`src/rtl/gpio_regbank_pkg.sv`:
```
package gpio_regbank_pkg;

   localparam int WORD_W     = 32;
   localparam int CFG_BASE   = 'h100;
   localparam int CFG_STRIDE = 8;
   localparam int GLOB_OFF   = 'h7C;

   // field positions inside configuration word 1
   localparam int C1_OUT  = 31;
   localparam int C1_IN   = 30;
   localparam int C1_TLVL = 4;
   localparam int C1_TINV = 3;
   localparam int C1_DIR  = 2;
   localparam int C1_MODE = 0;

   // field positions inside configuration word 2
   localparam int C2_NOSNS = 2;
   localparam int C2_PULL  = 0;

   typedef struct packed {
      logic out_lvl;
      logic trig_lvl;
      logic trig_inv;
      logic dir_in;
      logic gpio_mode;
   } cfg1_t;

   typedef struct packed {
      logic       no_sense;
      logic [1:0] pull;
   } cfg2_t;

   localparam cfg1_t CFG1_RST = '{out_lvl: 1'b0, trig_lvl: 1'b0, trig_inv: 1'b0,
                                  dir_in: 1'b1, gpio_mode: 1'b0};
   localparam cfg2_t CFG2_RST = '{no_sense: 1'b1, pull: 2'b00};

   function automatic cfg1_t cfg1_from_word(input logic [WORD_W-1:0] w);
      cfg1_t c;
      c.out_lvl   = w[C1_OUT];
      c.trig_lvl  = w[C1_TLVL];
      c.trig_inv  = w[C1_TINV];
      c.dir_in    = w[C1_DIR];
      c.gpio_mode = w[C1_MODE];
      return c;
   endfunction

   function automatic cfg2_t cfg2_from_word(input logic [WORD_W-1:0] w);
      cfg2_t c;
      c.no_sense = w[C2_NOSNS];
      c.pull     = w[C2_PULL +: 2];
      return c;
   endfunction

   function automatic logic [WORD_W-1:0] cfg1_to_word(input cfg1_t c, input logic in_lvl);
      logic [WORD_W-1:0] w;
      w          = '0;
      w[C1_OUT]  = c.out_lvl;
      w[C1_IN]   = in_lvl;
      w[C1_TLVL] = c.trig_lvl;
      w[C1_TINV] = c.trig_inv;
      w[C1_DIR]  = c.dir_in;
      w[C1_MODE] = c.gpio_mode;
      return w;
   endfunction

   function automatic logic [WORD_W-1:0] cfg2_to_word(input cfg2_t c);
      logic [WORD_W-1:0] w;
      w               = '0;
      w[C2_NOSNS]     = c.no_sense;
      w[C2_PULL +: 2] = c.pull;
      return w;
   endfunction

endpackage

```
`src/rtl/gpio_regbank_sync.sv`:
```
module gpio_regbank_sync #(
   parameter int WIDTH  = 8,
   parameter int STAGES = 2
) (
   input  logic             clk,
   input  logic             rst_n,
   input  logic [WIDTH-1:0] d_async,
   output logic [WIDTH-1:0] q_sync
);

   generate
      if (STAGES < 2) begin : g_bad_stages
         $error("gpio_regbank_sync: STAGES must be at least 2");
      end
   endgenerate

   logic [WIDTH-1:0] stage_q [STAGES];

   generate
      for (genvar s = 0; s < STAGES; s++) begin : g_stage
         if (s == 0) begin : g_first
            always_ff @(posedge clk or negedge rst_n) begin
               if (!rst_n) stage_q[s] <= '0;
               else        stage_q[s] <= d_async;
            end
         end else begin : g_next
            always_ff @(posedge clk or negedge rst_n) begin
               if (!rst_n) stage_q[s] <= '0;
               else        stage_q[s] <= stage_q[s-1];
            end
         end
      end
   endgenerate

   assign q_sync = stage_q[STAGES-1];

endmodule

```
`src/rtl/gpio_regbank_dec.sv`:
```
module gpio_regbank_dec
   import gpio_regbank_pkg::*;
#(
   parameter int NUM_PINS  = 94,
   parameter int ADDR_W    = 12,
   parameter int OWN_WORDS = (NUM_PINS + WORD_W - 1) / WORD_W,
   parameter int OWN_IDX_W = (OWN_WORDS > 1) ? $clog2(OWN_WORDS) : 1,
   parameter int PIN_IDX_W = (NUM_PINS > 1) ? $clog2(NUM_PINS) : 1
) (
   input  logic [ADDR_W-1:0]    addr,
   output logic                 hit_own,
   output logic [OWN_IDX_W-1:0] own_idx,
   output logic                 hit_glob,
   output logic                 hit_cfg1,
   output logic                 hit_cfg2,
   output logic [PIN_IDX_W-1:0] pin_idx
);

   localparam int CFG_END = CFG_BASE + CFG_STRIDE * NUM_PINS;
   localparam logic [ADDR_W-1:0] OWN_END_A  = ADDR_W'(OWN_WORDS * 4);
   localparam logic [ADDR_W-1:0] GLOB_A     = ADDR_W'(GLOB_OFF);
   localparam logic [ADDR_W-1:0] CFG_BASE_A = ADDR_W'(CFG_BASE);
   localparam logic [ADDR_W-1:0] CFG_END_A  = ADDR_W'(CFG_END);

   logic              aligned;
   logic              in_cfg;
   logic [ADDR_W-1:0] cfg_off;

   always_comb begin
      aligned  = (addr[1:0] == 2'b00);
      hit_own  = aligned && (addr < OWN_END_A);
      own_idx  = OWN_IDX_W'(addr >> 2);
      hit_glob = (addr == GLOB_A);
      cfg_off  = addr - CFG_BASE_A;
      in_cfg   = aligned && (addr >= CFG_BASE_A) && (addr < CFG_END_A);
      hit_cfg1 = in_cfg && !cfg_off[2];
      hit_cfg2 = in_cfg &&  cfg_off[2];
      pin_idx  = PIN_IDX_W'(cfg_off >> 3);
   end

endmodule

```
`src/rtl/gpio_regbank_pin.sv`:
```
module gpio_regbank_pin
   import gpio_regbank_pkg::*;
(
   input  logic              clk,
   input  logic              rst_n,
   input  logic              wr_c1,
   input  logic              wr_c2,
   input  cfg1_t             new_c1,
   input  cfg2_t             new_c2,
   input  logic              in_sync,
   output logic [WORD_W-1:0] c1_word,
   output logic [WORD_W-1:0] c2_word,
   output logic              drv_out,
   output logic              drv_oe,
   output logic              sensed,
   output logic              trig_lvl,
   output logic              trig_inv
);

   cfg1_t c1_q;
   cfg2_t c2_q;

   always_ff @(posedge clk or negedge rst_n) begin
      if (!rst_n)     c1_q <= CFG1_RST;
      else if (wr_c1) c1_q <= new_c1;
   end

   always_ff @(posedge clk or negedge rst_n) begin
      if (!rst_n)     c2_q <= CFG2_RST;
      else if (wr_c2) c2_q <= new_c2;
   end

   always_comb begin
      sensed   = in_sync & ~c2_q.no_sense;
      drv_oe   = c1_q.gpio_mode & ~c1_q.dir_in;
      drv_out  = c1_q.gpio_mode &  c1_q.out_lvl;
      trig_lvl = c1_q.trig_lvl;
      trig_inv = c1_q.trig_inv;
      c1_word  = cfg1_to_word(c1_q, sensed);
      c2_word  = cfg2_to_word(c2_q);
   end

endmodule

```
`src/rtl/gpio_regbank.sv`:
```
module gpio_regbank
   import gpio_regbank_pkg::*;
#(
   parameter int          NUM_PINS    = 94,
   parameter int          ADDR_W      = 12,
   parameter int          SYNC_STAGES = 2,
   parameter logic [31:0] OWN_RESET   = 32'hFFFF_FFFF
) (
   input  logic                clk,
   input  logic                rst_n,
   input  logic [ADDR_W-1:0]   bus_addr,
   input  logic                bus_we,
   input  logic [31:0]         bus_wdata,
   output logic [31:0]         bus_rdata,
   input  logic [NUM_PINS-1:0] pin_in,
   output logic [NUM_PINS-1:0] pin_out,
   output logic [NUM_PINS-1:0] pin_oe,
   output logic [NUM_PINS-1:0] pin_sense,
   output logic [NUM_PINS-1:0] trig_level,
   output logic [NUM_PINS-1:0] trig_invert,
   output logic                host_line_sel
);

   localparam int OWN_WORDS = (NUM_PINS + WORD_W - 1) / WORD_W;
   localparam int OWN_IDX_W = (OWN_WORDS > 1) ? $clog2(OWN_WORDS) : 1;
   localparam int PIN_IDX_W = (NUM_PINS > 1) ? $clog2(NUM_PINS) : 1;
   localparam int CFG_END   = CFG_BASE + CFG_STRIDE * NUM_PINS;

   generate
      if (NUM_PINS < 1) begin : g_bad_pins
         $error("gpio_regbank: NUM_PINS must be positive");
      end
      if (OWN_WORDS * 4 > GLOB_OFF) begin : g_bad_own
         $error("gpio_regbank: ownership words overlap the global word");
      end
      if (ADDR_W > 31 || CFG_END > (1 << ADDR_W)) begin : g_bad_addr
         $error("gpio_regbank: ADDR_W too small for the configuration region");
      end
   endgenerate

   // address decode
   logic                 hit_own, hit_glob, hit_cfg1, hit_cfg2;
   logic [OWN_IDX_W-1:0] own_idx;
   logic [PIN_IDX_W-1:0] pin_idx;

   gpio_regbank_dec #(
      .NUM_PINS (NUM_PINS),
      .ADDR_W   (ADDR_W),
      .OWN_WORDS(OWN_WORDS),
      .OWN_IDX_W(OWN_IDX_W),
      .PIN_IDX_W(PIN_IDX_W)
   ) u_dec (
      .addr    (bus_addr),
      .hit_own (hit_own),
      .own_idx (own_idx),
      .hit_glob(hit_glob),
      .hit_cfg1(hit_cfg1),
      .hit_cfg2(hit_cfg2),
      .pin_idx (pin_idx)
   );

   // input synchronizer
   logic [NUM_PINS-1:0] in_sync;

   gpio_regbank_sync #(
      .WIDTH (NUM_PINS),
      .STAGES(SYNC_STAGES)
   ) u_sync (
      .clk    (clk),
      .rst_n  (rst_n),
      .d_async(pin_in),
      .q_sync (in_sync)
   );

   // write data split into configuration fields once for all pins
   cfg1_t new_c1;
   cfg2_t new_c2;

   always_comb begin
      new_c1 = cfg1_from_word(bus_wdata);
      new_c2 = cfg2_from_word(bus_wdata);
   end

   // per-pin configuration cells
   logic [WORD_W-1:0] c1_words [NUM_PINS];
   logic [WORD_W-1:0] c2_words [NUM_PINS];

   generate
      for (genvar p = 0; p < NUM_PINS; p++) begin : g_pin
         logic sel_p;
         assign sel_p = (pin_idx == PIN_IDX_W'(p));

         gpio_regbank_pin u_pin (
            .clk     (clk),
            .rst_n   (rst_n),
            .wr_c1   (bus_we && hit_cfg1 && sel_p),
            .wr_c2   (bus_we && hit_cfg2 && sel_p),
            .new_c1  (new_c1),
            .new_c2  (new_c2),
            .in_sync (in_sync[p]),
            .c1_word (c1_words[p]),
            .c2_word (c2_words[p]),
            .drv_out (pin_out[p]),
            .drv_oe  (pin_oe[p]),
            .sensed  (pin_sense[p]),
            .trig_lvl(trig_level[p]),
            .trig_inv(trig_invert[p])
         );
      end
   endgenerate

   // ownership bitmap words; bits past the last pin are not stored
   logic [WORD_W-1:0] own_words [OWN_WORDS];

   generate
      for (genvar w = 0; w < OWN_WORDS; w++) begin : g_own
         localparam int VALID = ((NUM_PINS - w * WORD_W) >= WORD_W) ?
                                WORD_W : (NUM_PINS - w * WORD_W);
         localparam logic [WORD_W-1:0] MASK = (VALID == WORD_W) ? {WORD_W{1'b1}} :
                                              ((WORD_W'(1) << VALID) - WORD_W'(1));
         logic [WORD_W-1:0] own_q;

         always_ff @(posedge clk or negedge rst_n) begin
            if (!rst_n)
               own_q <= OWN_RESET & MASK;
            else if (bus_we && hit_own && (own_idx == OWN_IDX_W'(w)))
               own_q <= bus_wdata & MASK;
         end

         assign own_words[w] = own_q;
      end
   endgenerate

   // global interrupt line select
   always_ff @(posedge clk or negedge rst_n) begin
      if (!rst_n)                 host_line_sel <= 1'b0;
      else if (bus_we && hit_glob) host_line_sel <= bus_wdata[0];
   end

   // read path
   always_comb begin
      bus_rdata = '0;
      if (hit_own)
         bus_rdata = own_words[own_idx];
      else if (hit_glob)
         bus_rdata = {{(WORD_W-1){1'b0}}, host_line_sel};
      else if (hit_cfg1)
         bus_rdata = c1_words[pin_idx];
      else if (hit_cfg2)
         bus_rdata = c2_words[pin_idx];
   end

endmodule

```
`config.mk`:
```
export PLATFORM = sky130hd
export DESIGN_NAME = gpio_regbank
export DESIGN_NICKNAME = d
export VERILOG_FILES = /design/src/rtl/gpio_regbank_pkg.sv /design/src/rtl/gpio_regbank_sync.sv /design/src/rtl/gpio_regbank_dec.sv /design/src/rtl/gpio_regbank_pin.sv /design/src/rtl/gpio_regbank.sv
export SDC_FILE = /design/constraint.sdc
export NUM_CORES = 2
export LEC_CHECK = 0
export CELL_PAD_IN_SITES_DETAIL_PLACEMENT = 1
export CELL_PAD_IN_SITES_GLOBAL_PLACEMENT = 1
export CORE_MARGIN = 10
export CORE_UTILIZATION = 46
export CTS_CLUSTER_SIZE = 8
export DETAILED_ROUTE_END_ITERATION = 12
export HOLD_SLACK_MARGIN = 0.05
export PLACE_DENSITY = 0.81
export SLEW_MARGIN = 20
export SYNTH_ARGS = -nofsm -noshare
export SYNTH_HDL_FRONTEND = slang
export SYNTH_SLANG_ARGS = --single-unit
```
`constraint.sdc`:
```
create_clock -name clk -period 4.2 [get_ports clk]
set_input_delay 0.84 -clock clk [delete_from_list [all_inputs] [get_ports clk]]
set_output_delay 0.84 -clock clk [all_outputs]
set_load 0.1 [all_outputs]
```
Word level (Yosys, flattened, before mapping)
Cells that the tools add are included.
{ "classes": {"n_lt_le_gt_ge": 5, "reduce_logical": 204, "mux": 13, "n_addsub": 1, "eq_ne": 96, "n_bitwise": 472} }
{ "op_table": {"columns": ["cell", "count"], "rows": [
  ["32-bit binary-select mux with 7-bit select", 2],
  ["32-bit two-way mux", 10],
  ["1-bit AND", 282],
  ["7-bit by 6-bit equality test with 1-bit output, second input constant", 32],
  ["7-bit equality test, second input constant", 30],
  ["1-bit logical AND", 200],
  ["1-bit NOT", 188],
  ["7-bit by 5-bit equality test with 1-bit output, second input constant", 16],
  ["32-bit binary-select mux with 2-bit select", 1],
  ["7-bit by 4-bit equality test with 1-bit output, second input constant", 8],
  ["7-bit by 3-bit equality test with 1-bit output, second input constant", 4],
  ["7-bit by 2-bit equality test with 1-bit output, second input constant", 2],
  ["12-bit by 7-bit equality test with 1-bit output, second input constant", 1],
  ["12-bit by 9-bit greater-or-equal comparator with 1-bit output, second input constant", 1],
  ["12-bit by 10-bit < comparator with 1-bit output, second input constant", 1],
  ["12-bit by 4-bit < comparator with 1-bit output, second input constant", 1],
  ["10-bit by 9-bit subtractor with 10-bit output, second input constant", 1],
  ["8-bit greater-or-equal comparator, second input constant", 1],
  ["7-bit NOT with 8-bit output", 1],
  ["7-bit by 1-bit equality test with 1-bit output, second input constant", 1],
  ["7-bit logical NOT", 1],
  ["2-bit logical NOT", 2],
  ["3-bit greater-or-equal comparator, second input constant", 1],
  ["2-bit NOT with 3-bit output", 1],
  ["other kinds (3)", 3]
]} }
{ "word_totals": {"wordCells": 1455, "regBits": 1035, "output_inout_bits": 503} }

Longest topological paths before layout
{ "logic_depth": {"word_depth": 9, "ltp_mapped": 11, "ltp_nobuf": 8} }

By module
Synthesis repeated with hierarchy kept, for this count alone.
{ "unflattened": {"cells_unflattened": 12059, "area_unflattened_um2": 128538.3} }
{ "by_module_without_submodules": {"columns": ["mod", "cells_each", "area_each_um2", "instances"], "rows": [
  ["gpio_regbank_pin", 78, 750.7, 94],
  ["gpio_regbank", 4415, 52337.7, 1],
  ["gpio_regbank_sync", 282, 5410.2, 1],
  ["gpio_regbank_dec", 30, 222.7, 1]
]} }

Worst setup path before layout
Ideal clock, no wire load.
{ "synth_timing": {"path_type": "input port to output port", "from": "input port bus_addr[8]", "to": "output port bus_rdata[1]", "t_required_ps": 3360, "arrival_ps": 4831, "setup_slack_ps": -1471, "stages": 9, "cell_sequence": "clkbuf_1 -> clkinv_1 -> ha_1 -> clkbuf_1 -> clkbuf_1 -> nor2_1 -> a31oi_1 -> a222oi_1 -> o32ai_1"} }
{ "synth_between": {"elab_chain_len": 9, "word_cells_on_any_way": 21, "cone_classes": "add/sub (1); order compare (3); eq/ne (1); mux (10); bitwise (1); reduce/logical (5)"} }
{ "synth_rtl": {"columns": ["item", "line_no", "rtl"], "rows": [
  ["start: declaration", "gpio_regbank.sv:11", "input logic [ADDR_W-1:0] bus_addr,"],
  ["10-bit by 9-bit subtractor with 10-bit output", "gpio_regbank_dec.sv:34", "cfg_off = addr - CFG_BASE_A;"],
  ["7-bit NOT with 8-bit output (implied by the code)", "gpio_regbank.sv:148, gpio_regbank.sv:150", null],
  ["32-bit binary-select mux with 7-bit select", "gpio_regbank.sv:150", "bus_rdata = c2_words[pin_idx];"],
  ["32-bit two-way mux (implied by the code) (2 in a row)", "gpio_regbank.sv:150", null],
  ["32-bit two-way mux", "gpio_regbank.sv:149", "else if (hit_cfg2)"],
  ["32-bit two-way mux", "gpio_regbank.sv:147", "else if (hit_cfg1)"],
  ["32-bit two-way mux", "gpio_regbank.sv:145", "else if (hit_glob)"],
  ["32-bit two-way mux *", "gpio_regbank.sv:143", "if (hit_own)"],
  ["end: declaration", "gpio_regbank.sv:14", "output logic [31:0] bus_rdata,"]
]} }
Mark *: on every way between the ends. The rest lies on a longest branch, timed or not. The select of a mux whose other input is x is not followed.

Worst setup path in the final report
{ "layout_timing": {"from": "register g_pin[68].u_pin.c1_q (netlist bit g_pin[68].u_pin.c1_word[31])", "to": "output port bus_rdata[31]"} }
{ "layout_between": {"elab_chain_len": 6} }
{ "layout_rtl": {"columns": ["item", "line_no", "rtl"], "rows": [
  ["start: declaration", "gpio_regbank_pin.sv:20", "cfg1_t c1_q;"],
  ["start signal: assignment", "gpio_regbank_pin.sv:25", "else if (wr_c1) c1_q <= new_c1;"],
  ["32-bit binary-select mux with 7-bit select", "gpio_regbank.sv:148", "bus_rdata = c1_words[pin_idx];"],
  ["32-bit two-way mux (implied by the code) (2 in a row)", "gpio_regbank.sv:148", null],
  ["32-bit two-way mux", "gpio_regbank.sv:147", null],
  ["32-bit two-way mux", "gpio_regbank.sv:145", null],
  ["32-bit two-way mux", "gpio_regbank.sv:143", null]
]} }
Every way passes these cells. The select of a mux whose other input is x is not followed.

==> flow_summary.json <==
{
  "start_util": 0.465,
  "clock.fmax_mhz": 233,
  "gr-total-overflow": 0,
  "rrSetupSlack_ns": 3.32,
  "grt_first_pass_wirelength_um": 267000,
  "dr.pass1.iters": 5,
  "fin_crit_sh": 1.02,
  "status": "complete, but fails checks",
  "yosysWarnings": 0,
  "dpl.hpwl_um": 133000,
  "numCtsBuffers": 148,
  "reg2reg_to": "g_pin[71].u_pin.c1_word[31]",
  "synth_edf_count": 0,
  "postSynthAreaPerCell_um2": 13.7,
  "die_w_um": 352,
  "synth_compound_area_frac": 0.0220,
  "clk_latency_ns": 0.75,
  "finalNetCount": 4275,
  "min_path_cells": 0,
  "power_density_nw_per_um2": 376,
  "grt_antenna_before_repair": 12,
  "min_to": "u_sync.q_sync[70]",
  "grt.total_usage": 0.289,
  "cp-start-kind": "register",
  "synthMuxAreaShare": 0.294,
  "synth_top_area_frac": 0.371,
  "reg2regPathDepth": 2,
  "dr.first_iter.drc_count": 2529,
  "required_ns": 3.36,
  "synth_fa_ha_area_frac": 0.000739,
  "final_common_cell": "mux2_2",
  "die-area_um2": 124000,
  "drv_cap": 0,
  "vdd_drop_max_v": 0.000302,
  "grt_pass1_vias": 36800,
  "cp.arrival_ns": 3.45,
  "rsz0062_at_grt": "true",
  "design_area_um2": 62500,
  "max-clock-path-buffers": 3,
  "drcViolationCount": 0,
  "via_per_inst": 5.84,
  "die_h_um": 352,
  "slew_headroom": 0.236,
  "hold_class": "register to register",
  "yosys_register_bits": 1035,
  "period_minus_slack_ns": 4.29,
  "clk_pin_slew_ns": 0.05,
  "area_growth_pct": 23.2,
  "drive_above_1_share": 0.474,
  "end_kind": "output port",
  "placed_area_um2": 57700,
  "synth_cells": 3706,
  "reg2reg_from": "g_pin[71].u_pin.c1_word[31]",
  "gp_congestion": 0.914,
  "synthArstFlopShare": 1.00,
  "crit_fanout": 3,
  "ios": 644,
  "n_fill_cell": 10300,
  "criticalPathCategory": "register to output port",
  "ys_types": 74,
  "violations": "negative setup slack",
  "grt_max_degree": 135,
  "syn_area_um2": 50800,
  "synth-simple-area-share": 0.0752,
  "yosysSeqAreaShare": 0.517,
  "cts_htree_levels": 4,
  "hold_viol": 0,
  "min_from": "u_sync.stage_q[164]",
  "cts_tree": "built",
  "vias": 33500,
  "power_mw": 23.5,
  "finalSetupTns_ns": -0.144,
  "ant_nets": 0,
  "synth_top_family_by_area": "multiplexers",
  "worst_slack_ns": -0.0949,
  "cts_root_buf": "clkbuf_16",
  "clkSinkCount": 1035,
  "syn-num-nets": 3850,
  "slew_violations": 0,
  "wl_per_cell_um": 32.1,
  "finClkSkew_ns": 0.0216,
  "finalSetupViolCount": 4,
  "final_cell_mix": "mux2_2 (855), dfrtp_1 (753), clkdlybuf4s50_1 (578)",
  "tightest_slew_ns": 1.14,
  "synth_top_flop_cell": "dfrtp_1",
  "num_rows": 121,
  "synthXorXnorAreaFrac": 0,
  "yosys-top-cells-area": "dfrtp_1 (37%), mux2_2 (19%), dfstp_2 (15%)",
  "power_leakage_nw": 27.5,
  "port_buffers": 643,
  "synth.largest_area_cell": "dfrtp_1",
  "routed_wl_um": 184000,
  "fp.coreArea_um2": 109000
}
[what timing repair did]
action,CTS,global route
hold buffers,1,0
pin swaps,7,7
gates cloned,2,1
setup endpoints to repair,7,7
resized for setup,47,18
setup buffers,7,2
endpoints found under the hold margin,19,0
[where the power goes]
group,internal (mW),leakage (nW),switching (mW)
clock network,6.69,2.08,4.59
logic,0.643,12.4,1.42
registers,10.1,13.0,0.0613
[layer usage]
metal	up-vias	wire (µm)	GRT usage
met5	-	92	0
li1	13600	-	-
met4	14	8910	0.128
met2	1495	88600	0.475
met1	17900	71300	0.356
met3	420	14800	0.0739
[worst max-delay path by stage]
stage                                            from             to  cells past startpoint
after floorplan                           bus_addr[3]  bus_rdata[17]                     10
final                     g_pin[68].u_pin.c1_word[31]  bus_rdata[31]                      7
after global placement                    bus_addr[8]   bus_rdata[2]                     10
after global routing      g_pin[68].u_pin.c1_word[31]  bus_rdata[31]                      7
after CTS                  g_pin[36].u_pin.c2_word[2]  bus_rdata[30]                      8
after detailed placement                  bus_addr[8]   bus_rdata[2]                     10
[registers in the layout (all words and copies together), names as in the netlist]
signal	count
host_line_sel	1
g_own.own_q	94
u_sync.stage_q	94
u_sync.q_sync	94
g_pin.u_pin.c2_word	282
g_pin.u_pin.trig_lvl	94
g_pin.u_pin.trig_inv	94
g_pin.u_pin.c1_word	282
[layout make-up]
class	count	area [µm²]	area share
repair buffers	964	9740	0.156
diodes	7	17.5	0.000280
well taps	1476	1850	0.0295
multi-input cells	1972	20300	0.324
flip-flops and latches	1035	26300	0.420
inverters	10	38.8	0.000620
clock inverters	16	239	0.00382
clock buffers	248	4120	0.0659
[cells in the mapped netlist, types with 18 or more instances]
library cell,instances
clkbuf_1,120
mux2_2,856
a22oi_1,20
mux2i_1,67
dfrtp_1,753
nor2b_1,198
nor2_4,25
and2_1,98
buf_2,53
a21oi_1,42
nor2_2,18
mux4_2,205
dfstp_2,282
nor2_1,189
buf_4,495
nand2_1,55
nand3_1,36
[worst max-delay path, stage by stage (launching register included)]
cell and delay, ns:
dfrtp_1 0.40, mux4_2 0.51, mux4_2 0.57, or3_1 0.34
a222oi_1 0.39, buf_4 0.21, o31ai_4 0.09, buf_12 0.18
[cell families after synthesis]
kind of cell / count (synthesis)
AO/OA/AOI/OAI: 158
adder cells (fa/ha/maj): 3
multiplexers: 1128
flip-flops: 1035
AND/OR/NAND/NOR: 683
buffers and inverters: 699
[metrics by stage]
step	util	hold slack, ns	cells	setup slack (ns)
floorplan	-	0.331	3706	-0.379
global placement	0.529	0.332	5444	-0.638
detailed placement	0.529	0.336	5444	-0.590
CTS	0.572	0.343	5718	-0.0560
global route	0.573	0.340	5724	-0.120
finish	0.573	0.334	5728	-0.0949
No activity file was read; power rests on OpenSTA's default activity.
